==> config.mk <==
export PLATFORM = sky130hd
export DESIGN_NAME = pwm_ds_timer
export DESIGN_NICKNAME = d
export VERILOG_FILES = /design/src/rtl/pwm_ds_pkg.sv /design/src/rtl/pwm_ds_prescale.sv /design/src/rtl/pwm_ds_counter.sv /design/src/rtl/pwm_ds_channel.sv /design/src/rtl/pwm_ds_timer.sv
export SDC_FILE = /design/constraint.sdc
export NUM_CORES = 1
export LEC_CHECK = 0
export ABC_CLOCK_PERIOD_IN_PS = 6400
export BUFFER_PORTS_ARGS = -buffer_cell sky130_fd_sc_hd__buf_2
export CAP_MARGIN = 20
export CORE_MARGIN = 8
export CORE_UTILIZATION = 35
export DETAILED_ROUTE_END_ITERATION = 7
export GPL_ROUTABILITY_DRIVEN = 0
export GPL_TIMING_DRIVEN = 1
export HOLD_SLACK_MARGIN = 0.1
export SETUP_SLACK_MARGIN = 0.05
export SYNTH_ARGS = -nofsm -noshare
export SYNTH_HDL_FRONTEND = slang
export SYNTH_SLANG_ARGS = --single-unit
export TNS_END_PERCENT = 20
==> constraint.sdc <==
create_clock -name clk -period 6.4 [get_ports clk]
set_input_delay 0.32 -clock clk [delete_from_list [all_inputs] [get_ports clk]]
set_output_delay 0.32 -clock clk [all_outputs]
set_load 0.005 [all_outputs]
==> src/rtl/pwm_ds_pkg.sv <==
package pwm_ds_pkg;
  typedef enum logic [1:0] {
    OUT_OFF    = 2'b00,
    OUT_TOGGLE = 2'b01,
    OUT_NONINV = 2'b10,
    OUT_INV    = 2'b11
  } out_mode_e;

  localparam logic [2:0] ADR_TOP   = 3'd0;
  localparam logic [2:0] ADR_CMPA  = 3'd1;
  localparam logic [2:0] ADR_CMPB  = 3'd2;
  localparam logic [2:0] ADR_CTRL  = 3'd3;
  localparam logic [2:0] ADR_FLAGS = 3'd4;

  localparam int CTRL_W      = 6;
  localparam int CB_TOP_SEL  = 4;
  localparam int CB_SLOW     = 5;
endpackage

==> src/rtl/pwm_ds_prescale.sv <==
module pwm_ds_prescale #(
  parameter int DIV_LOG2 = 3
) (
  input  logic clk,
  input  logic rst_n,
  input  logic slow_sel,
  output logic tick
);
  logic [DIV_LOG2-1:0] pre_q;

  always_ff @(posedge clk) begin
    if (!rst_n) pre_q <= '0;
    else        pre_q <= pre_q + 1'b1;
  end

  assign tick = slow_sel ? (&pre_q) : 1'b1;

  // in slow mode two ticks are never adjacent
  a_r3_slow_gap: assert property (@(posedge clk) disable iff (!rst_n)
    (slow_sel && tick ##1 slow_sel) |-> !tick);
  // in fast mode every clock is a tick
  a_r3_fast_every: assert property (@(posedge clk) disable iff (!rst_n)
    !slow_sel |-> tick);
endmodule

==> src/rtl/pwm_ds_counter.sv <==
module pwm_ds_counter #(
  parameter int CW = 16
) (
  input  logic          clk,
  input  logic          rst_n,
  input  logic          tick,
  input  logic [CW-1:0] top_req,
  output logic [CW-1:0] cnt,
  output logic          up,
  output logic [CW-1:0] top_eff,
  output logic          bottom_hit
);
  logic [CW-1:0] cnt_nxt;
  logic          up_nxt;

  function automatic logic [CW-1:0] clamp_top(input logic [CW-1:0] t);
    return (t == '0) ? {{(CW-1){1'b0}}, 1'b1} : t;
  endfunction

  // returns {direction after step, counter after step}
  function automatic logic [CW:0] step(input logic [CW-1:0] c,
                                       input logic u,
                                       input logic [CW-1:0] t);
    logic [CW-1:0] n;
    logic          nu;
    if (u && c < t) begin
      n  = c + 1'b1;
      nu = (n < t);
    end else if (c != '0) begin
      n  = c - 1'b1;
      nu = (n == '0);
    end else begin
      n  = {{(CW-1){1'b0}}, 1'b1};
      nu = 1'b1;
    end
    return {nu, n};
  endfunction

  assign top_eff            = clamp_top(top_req);
  assign {up_nxt, cnt_nxt}  = step(cnt, up, top_eff);
  assign bottom_hit         = tick && (cnt_nxt == '0);

  always_ff @(posedge clk) begin
    if (!rst_n) begin
      cnt <= '0;
      up  <= 1'b1;
    end else if (tick) begin
      cnt <= cnt_nxt;
      up  <= up_nxt;
    end
  end

  // every tick moves the counter by exactly one
  a_r1_unit_step: assert property (@(posedge clk) disable iff (!rst_n)
    tick |=> (cnt == $past(cnt) + 1'b1) || (cnt == $past(cnt) - 1'b1));
  // the counter turns downward after sitting on TOP
  a_r1_turn_at_top: assert property (@(posedge clk) disable iff (!rst_n)
    (tick && cnt == top_eff) |=> cnt < $past(cnt));
  // without a tick the counter holds
  a_r2_hold: assert property (@(posedge clk) disable iff (!rst_n)
    !tick |=> $stable(cnt) && $stable(up));
  // at zero the direction is always up
  a_r1_zero_up: assert property (@(posedge clk) disable iff (!rst_n)
    (cnt == '0) |-> up);
endmodule

==> src/rtl/pwm_ds_channel.sv <==
module pwm_ds_channel
  import pwm_ds_pkg::*;
#(
  parameter int CW         = 16,
  parameter bit HAS_TOGGLE = 1'b1
) (
  input  logic          clk,
  input  logic          rst_n,
  input  logic          tick,
  input  logic          load,
  input  logic [CW-1:0] cnt,
  input  logic          up,
  input  logic [CW-1:0] top,
  input  logic [CW-1:0] buf_val,
  input  out_mode_e     mode,
  input  logic          toggle_ok,
  output logic          pwm,
  output logic          match,
  output logic [CW-1:0] cmp_act
);
  logic tgl_q;
  logic lvl;

  function automatic logic pwm_level(input logic [CW-1:0] c,
                                     input logic [CW-1:0] cmp,
                                     input logic [CW-1:0] t,
                                     input logic u);
    if (cmp == '0)      return 1'b0;
    else if (cmp >= t)  return 1'b1;
    else if (u)         return c < cmp;
    else                return c <= cmp;
  endfunction

  always_ff @(posedge clk) begin
    if (!rst_n)    cmp_act <= '0;
    else if (load) cmp_act <= buf_val;
  end

  assign match = (cnt == cmp_act);
  assign lvl   = pwm_level(cnt, cmp_act, top, up);

  generate
    if (HAS_TOGGLE) begin : g_tgl
      always_ff @(posedge clk) begin
        if (!rst_n) tgl_q <= 1'b0;
        else if (tick && match && toggle_ok && mode == OUT_TOGGLE) tgl_q <= ~tgl_q;
      end
    end else begin : g_no_tgl
      assign tgl_q = 1'b0;
    end
  endgenerate

  always_comb begin
    unique case (mode)
      OUT_OFF:    pwm = 1'b0;
      OUT_TOGGLE: pwm = toggle_ok && tgl_q;
      OUT_NONINV: pwm = lvl;
      OUT_INV:    pwm = ~lvl;
      default:    pwm = 1'b0;
    endcase
  end

  // active compare value changes only on a load at zero
  a_r4_hold_mid: assert property (@(posedge clk) disable iff (!rst_n)
    !load |=> $stable(cmp_act));
  // compare of zero keeps the non-inverted pin low
  a_r8_floor: assert property (@(posedge clk) disable iff (!rst_n)
    (mode == OUT_NONINV && cmp_act == '0) |-> !pwm);
  // compare at or above TOP keeps the non-inverted pin high
  a_r8_ceiling: assert property (@(posedge clk) disable iff (!rst_n)
    (mode == OUT_NONINV && cmp_act != '0 && cmp_act >= top) |-> pwm);
  // inverted pin high at the zero extreme
  a_r9_inv_floor: assert property (@(posedge clk) disable iff (!rst_n)
    (mode == OUT_INV && cmp_act == '0) |-> pwm);
  // disabled output stays low
  a_r11_off_low: assert property (@(posedge clk) disable iff (!rst_n)
    (mode == OUT_OFF) |-> !pwm);
endmodule

==> src/rtl/pwm_ds_timer.sv <==
module pwm_ds_timer
  import pwm_ds_pkg::*;
#(
  parameter int CW       = 16,
  parameter int DIV_LOG2 = 3
) (
  input  logic          clk,
  input  logic          rst_n,
  input  logic          wr_en,
  input  logic [2:0]    wr_addr,
  input  logic [CW-1:0] wr_data,
  output logic          pwm_a,
  output logic          pwm_b,
  output logic          flag_a,
  output logic          flag_b,
  output logic          flag_ovf,
  output logic [CW-1:0] cnt_o
);
  logic [CW-1:0]     top_reg, buf_a, buf_b;
  logic [CTRL_W-1:0] ctrl;
  logic [2:0]        flag_clr;
  logic              tick, up, bottom_hit, match_a, match_b;
  logic [CW-1:0]     top_eff, cmp_act_a, cmp_act_b, top_req;

  always_ff @(posedge clk) begin
    if (!rst_n) begin
      top_reg <= '0;
      buf_a   <= '0;
      buf_b   <= '0;
      ctrl    <= '0;
    end else if (wr_en) begin
      unique case (wr_addr)
        ADR_TOP:  top_reg <= wr_data;
        ADR_CMPA: buf_a   <= wr_data;
        ADR_CMPB: buf_b   <= wr_data;
        ADR_CTRL: ctrl    <= wr_data[CTRL_W-1:0];
        default:  ;
      endcase
    end
  end

  assign flag_clr = (wr_en && wr_addr == ADR_FLAGS) ? wr_data[2:0] : 3'b000;
  assign top_req  = ctrl[CB_TOP_SEL] ? cmp_act_a : top_reg;

  pwm_ds_prescale #(.DIV_LOG2(DIV_LOG2)) u_pre (
    .clk(clk), .rst_n(rst_n), .slow_sel(ctrl[CB_SLOW]), .tick(tick));

  pwm_ds_counter #(.CW(CW)) u_cnt (
    .clk(clk), .rst_n(rst_n), .tick(tick), .top_req(top_req),
    .cnt(cnt_o), .up(up), .top_eff(top_eff), .bottom_hit(bottom_hit));

  pwm_ds_channel #(.CW(CW), .HAS_TOGGLE(1'b1)) u_ch_a (
    .clk(clk), .rst_n(rst_n), .tick(tick), .load(bottom_hit), .cnt(cnt_o),
    .up(up), .top(top_eff), .buf_val(buf_a), .mode(out_mode_e'(ctrl[1:0])),
    .toggle_ok(ctrl[CB_TOP_SEL]), .pwm(pwm_a), .match(match_a), .cmp_act(cmp_act_a));

  pwm_ds_channel #(.CW(CW), .HAS_TOGGLE(1'b0)) u_ch_b (
    .clk(clk), .rst_n(rst_n), .tick(tick), .load(bottom_hit), .cnt(cnt_o),
    .up(up), .top(top_eff), .buf_val(buf_b), .mode(out_mode_e'(ctrl[3:2])),
    .toggle_ok(1'b0), .pwm(pwm_b), .match(match_b), .cmp_act(cmp_act_b));

  always_ff @(posedge clk) begin
    if (!rst_n) begin
      flag_a   <= 1'b0;
      flag_b   <= 1'b0;
      flag_ovf <= 1'b0;
    end else begin
      flag_a   <= (flag_a   & ~flag_clr[0]) | (tick & match_a);
      flag_b   <= (flag_b   & ~flag_clr[1]) | (tick & match_b);
      flag_ovf <= (flag_ovf & ~flag_clr[2]) | bottom_hit;
    end
  end

  // a match on a tick raises the channel flag
  a_r6_set_a: assert property (@(posedge clk) disable iff (!rst_n)
    (tick && match_a) |=> flag_a);
  a_r6_set_b: assert property (@(posedge clk) disable iff (!rst_n)
    (tick && match_b) |=> flag_b);
  // arrival at zero raises the overflow flag
  a_r5_ovf_set: assert property (@(posedge clk) disable iff (!rst_n)
    bottom_hit |=> flag_ovf);
  // a flag stays set until written with one
  a_r6_sticky: assert property (@(posedge clk) disable iff (!rst_n)
    (flag_ovf && !flag_clr[2]) |=> flag_ovf);
  // loads coincide with the counter reaching zero
  a_r4_load_at_zero: assert property (@(posedge clk) disable iff (!rst_n)
    bottom_hit |=> cnt_o == '0);
endmodule

==> reports/results.tsv <==
stage	metric	value	unit
power	netSwitchingPower	1.18	mW
clock_tree	hold_buffers	0	
sta	layout_worst_path_cycle_share	68.8	%
clock_tree	tritoncts	done	
yosys	yosys_warnings	0	
detailed_routing	vias	6879	
power	ir_drop	0.145	mV
clock_tree	clock-sinks	110	
clock_tree	cts_setup_buffers	0	
grt	grt_max_degree	53	
cells_and_area	final_cell_mix	nand2_1, dfxtp_1, ha_1, a21oi_1, inv_1	
setup_path	endpoint_kind	flop	
yosys	synth_cell_type_count	62	
yosys	ys_seq_elements	110	
yosys	synth_area_per_cell	7.81	sq um
yosys	synth_cells	982	
sta	setup-violations-final	0	
floorplan	die_area	26900	sq um
sta	finClkSkew	15.9	ps
detailed_routing	drt_iter0_markers	425	
floorplan	rows	54	
grt	grt_pass1_wl	35.9	mm
setup_path	crit_required	6700	ps
sta	timing.fmax	227	MHz
hold_path	hp-class	in -> reg	
yosys	syn-cell-area	7670	sq um
cells_and_area	final_common_cell	nand2_1	
outcome	run_status	completed	
power	pwr-share-seq	30.4	%
yosys	synth.top_cell.area_share	28.7	%
cells_and_area	antenna_cells	0	
sta	hold_violations	0	
detailed_routing	wl_per_cell	17.5	microns
sta	tns	0	ps
yosys	synth_top_area_cell	dfxtp_1	
flow_run	max_cap_violations	0	
floorplan	ios	43	
cells_and_area	drive_gt1_share	10.7	%
sta	worstMarginPinSlew	1130	ps
cells_and_area	layout.nets	1108	
sta	min_period	4400	ps
setup_path	startpoint_type	flop	
power	pwr-share-clk	22.1	%
floorplan	initial_core_util	35.4	%
yosys	ys_top_cells_by_area	dfxtp_1, ha_1, nand2_1	
sta	slew_headroom	24.5	%
yosys	ys_seq_area_share	28.7	%
clock_tree	clk_latency	370	ps
power	leakage	3.26	nW
clock_tree	clockRootBuffer	clkbuf_16	
detailed_routing	wl	22.3	mm
cells_and_area	area_delta_synth_final	9.26	%
placed_design	hpwlAfterDp	16.5	mm
yosys	ys_async_sr_fraction	0	%
placed_design	dp_cells	1255	
setup_path	worstSetupPathType	reg -> reg	
sta	rsz0062_at_grt	false	
sta	drv_slew	0	
grt	antenna_found_initial	0	
power	power_density	335	nW/um^2
grt	grt_pass1_vias	6587	
clock_tree	htreeDepth	3	
detailed_routing	vias_per_cell	5.41	
floorplan	die_w	164	microns
clock_tree	post_cts_resized	0	
clock_tree	cts_buffers	9	
clock_tree	clock_path_buffers	2	
cells_and_area	fin_cells	1272	
detailed_routing	drc	0	
grt	grt_overflow	0	
detailed_routing	ant_nets	0	
detailed_routing	firstDrtPassIters	5	
setup_path	crit_fanout	26	
floorplan	core-area	21700	sq um
grt	grtUsageTotal	16.7	%
floorplan	die_y	164	microns
yosys	postSynthNetCount	1103	
power	switching_share	42.1	%
power	p_int	1.63	mW
placed_design	portBuffers	42	
clock_tree	clk_pin_slew	80	ps
setup_path	arrival	4700	ps
yosys	ys.flop_type	dfxtp_1	
yosys	synth-edff-count	0	
power	pwr-share-comb	47.5	%
## synth_stat cells, types with 10 or more instances
master	instances
mux2i_1	30
nand3_1	36
o21ai_2	10
xnor2_1	19
nor3_1	23
a21oi_1	86
a211oi_1	11
dfxtp_1	110
o21ai_0	32
nand2_1	172
nand3_2	10
nor2_1	44
a21o_1	16
nand4_1	23
o21ai_1	22
ha_1	99
nor4_1	18
inv_1	47
clkbuf_1	48
## worst max-delay path, cell delays in order (launching register included)
cell and delay [ps]:
dfxtp_1 1070, mux2i_1 490, ha_1 330, a21oi_1 130, o21ai_0 110, a221oi_1 290, o21ai_0 140, o21bai_1 170
buf_4 220, mux2i_4 760, buf_4 410, nand3_1 110, o21ai_1 90
## routing by layer
metal | share of wire (%) | GRT usage [%] | vias up
li1 | - | - | 3519
met1 | 50 | 23.7 | 3194
met2 | 44 | 25.7 | 140
met3 | 4.6 | 2.58 | 26
met4 | 1.7 | 4.92 | 0
met5 | 0 | 0 | -
## power by group through the flow
stage	sequential [mW]	combinational, mW	clock, mW
4_1_cts	0.854	1.34	0.634
3_3_place_gp	0.870	1.32	0
3_5_place_dp	0.870	1.33	0
2_1_floorplan	0.803	1.05	0
6_report	0.856	1.33	0.620
5_1_grt	0.867	1.50	0.663
## stage by stage
step	utilization, %	cell area [sq um]	hold WS, ps	setup WS [ps]	total power [mW]
2_1_floorplan	-	7670	399	2880	1.85
3_3_place_gp	37.1	8050	412	2110	2.19
3_5_place_dp	37.1	8050	410	2020	2.20
4_1_cts	38.6	8380	197	2010	2.82
5_1_grt	38.7	8380	198	1660	3.03
6_report	38.7	8380	209	2000	2.81
## cell type report
| cell class | count | area, sq um |
|---|---|---|
| clock buffers | 10 | 239 |
| repair buffers | 54 | 300 |
| inverters | 48 | 180 |
| flip-flops and latches | 110 | 2200 |
| clock inverters | 6 | 83.8 |
| multi-input cells | 764 | 5030 |
| fillers | 2262 | 13300 |
| well taps | 280 | 350 |
## logic make-up (layout without fill, tap and decap cells)
logic type / after synthesis / after routing / synth area share [%]
AO/OA/AOI/OAI: 223 / 223 / 17.6
XOR/XNOR: 25 / 25 / 2.85
adder cells (fa/ha/maj): 99 / 99 / 16.1
buffers and inverters: 108 / 118 / 5.77
flip-flops: 110 / 110 / 28.7
multiplexers: 31 / 31 / 4.21
AND/OR/NAND/NOR: 386 / 386 / 24.7
## path summary, 6_finish.rpt
check	startpoint	endpoint	slack, ps	depth (start not counted)
max	ctrl[4]$_SDFFE_PN0P_	u_ch_b.cmp_act[2]$_SDFFE_PN0P_	2000	12
min	wr_data[9]	buf_a[9]$_SDFFE_PN0P_	210	3
max reg2reg	ctrl[4]$_SDFFE_PN0P_	u_ch_b.cmp_act[2]$_SDFFE_PN0P_	2000	12
min reg2reg	u_pre.pre_q[0]$_SDFF_PN0_	u_pre.pre_q[0]$_SDFF_PN0_	430	1
No activity file was read; power rests on OpenSTA's default activity.
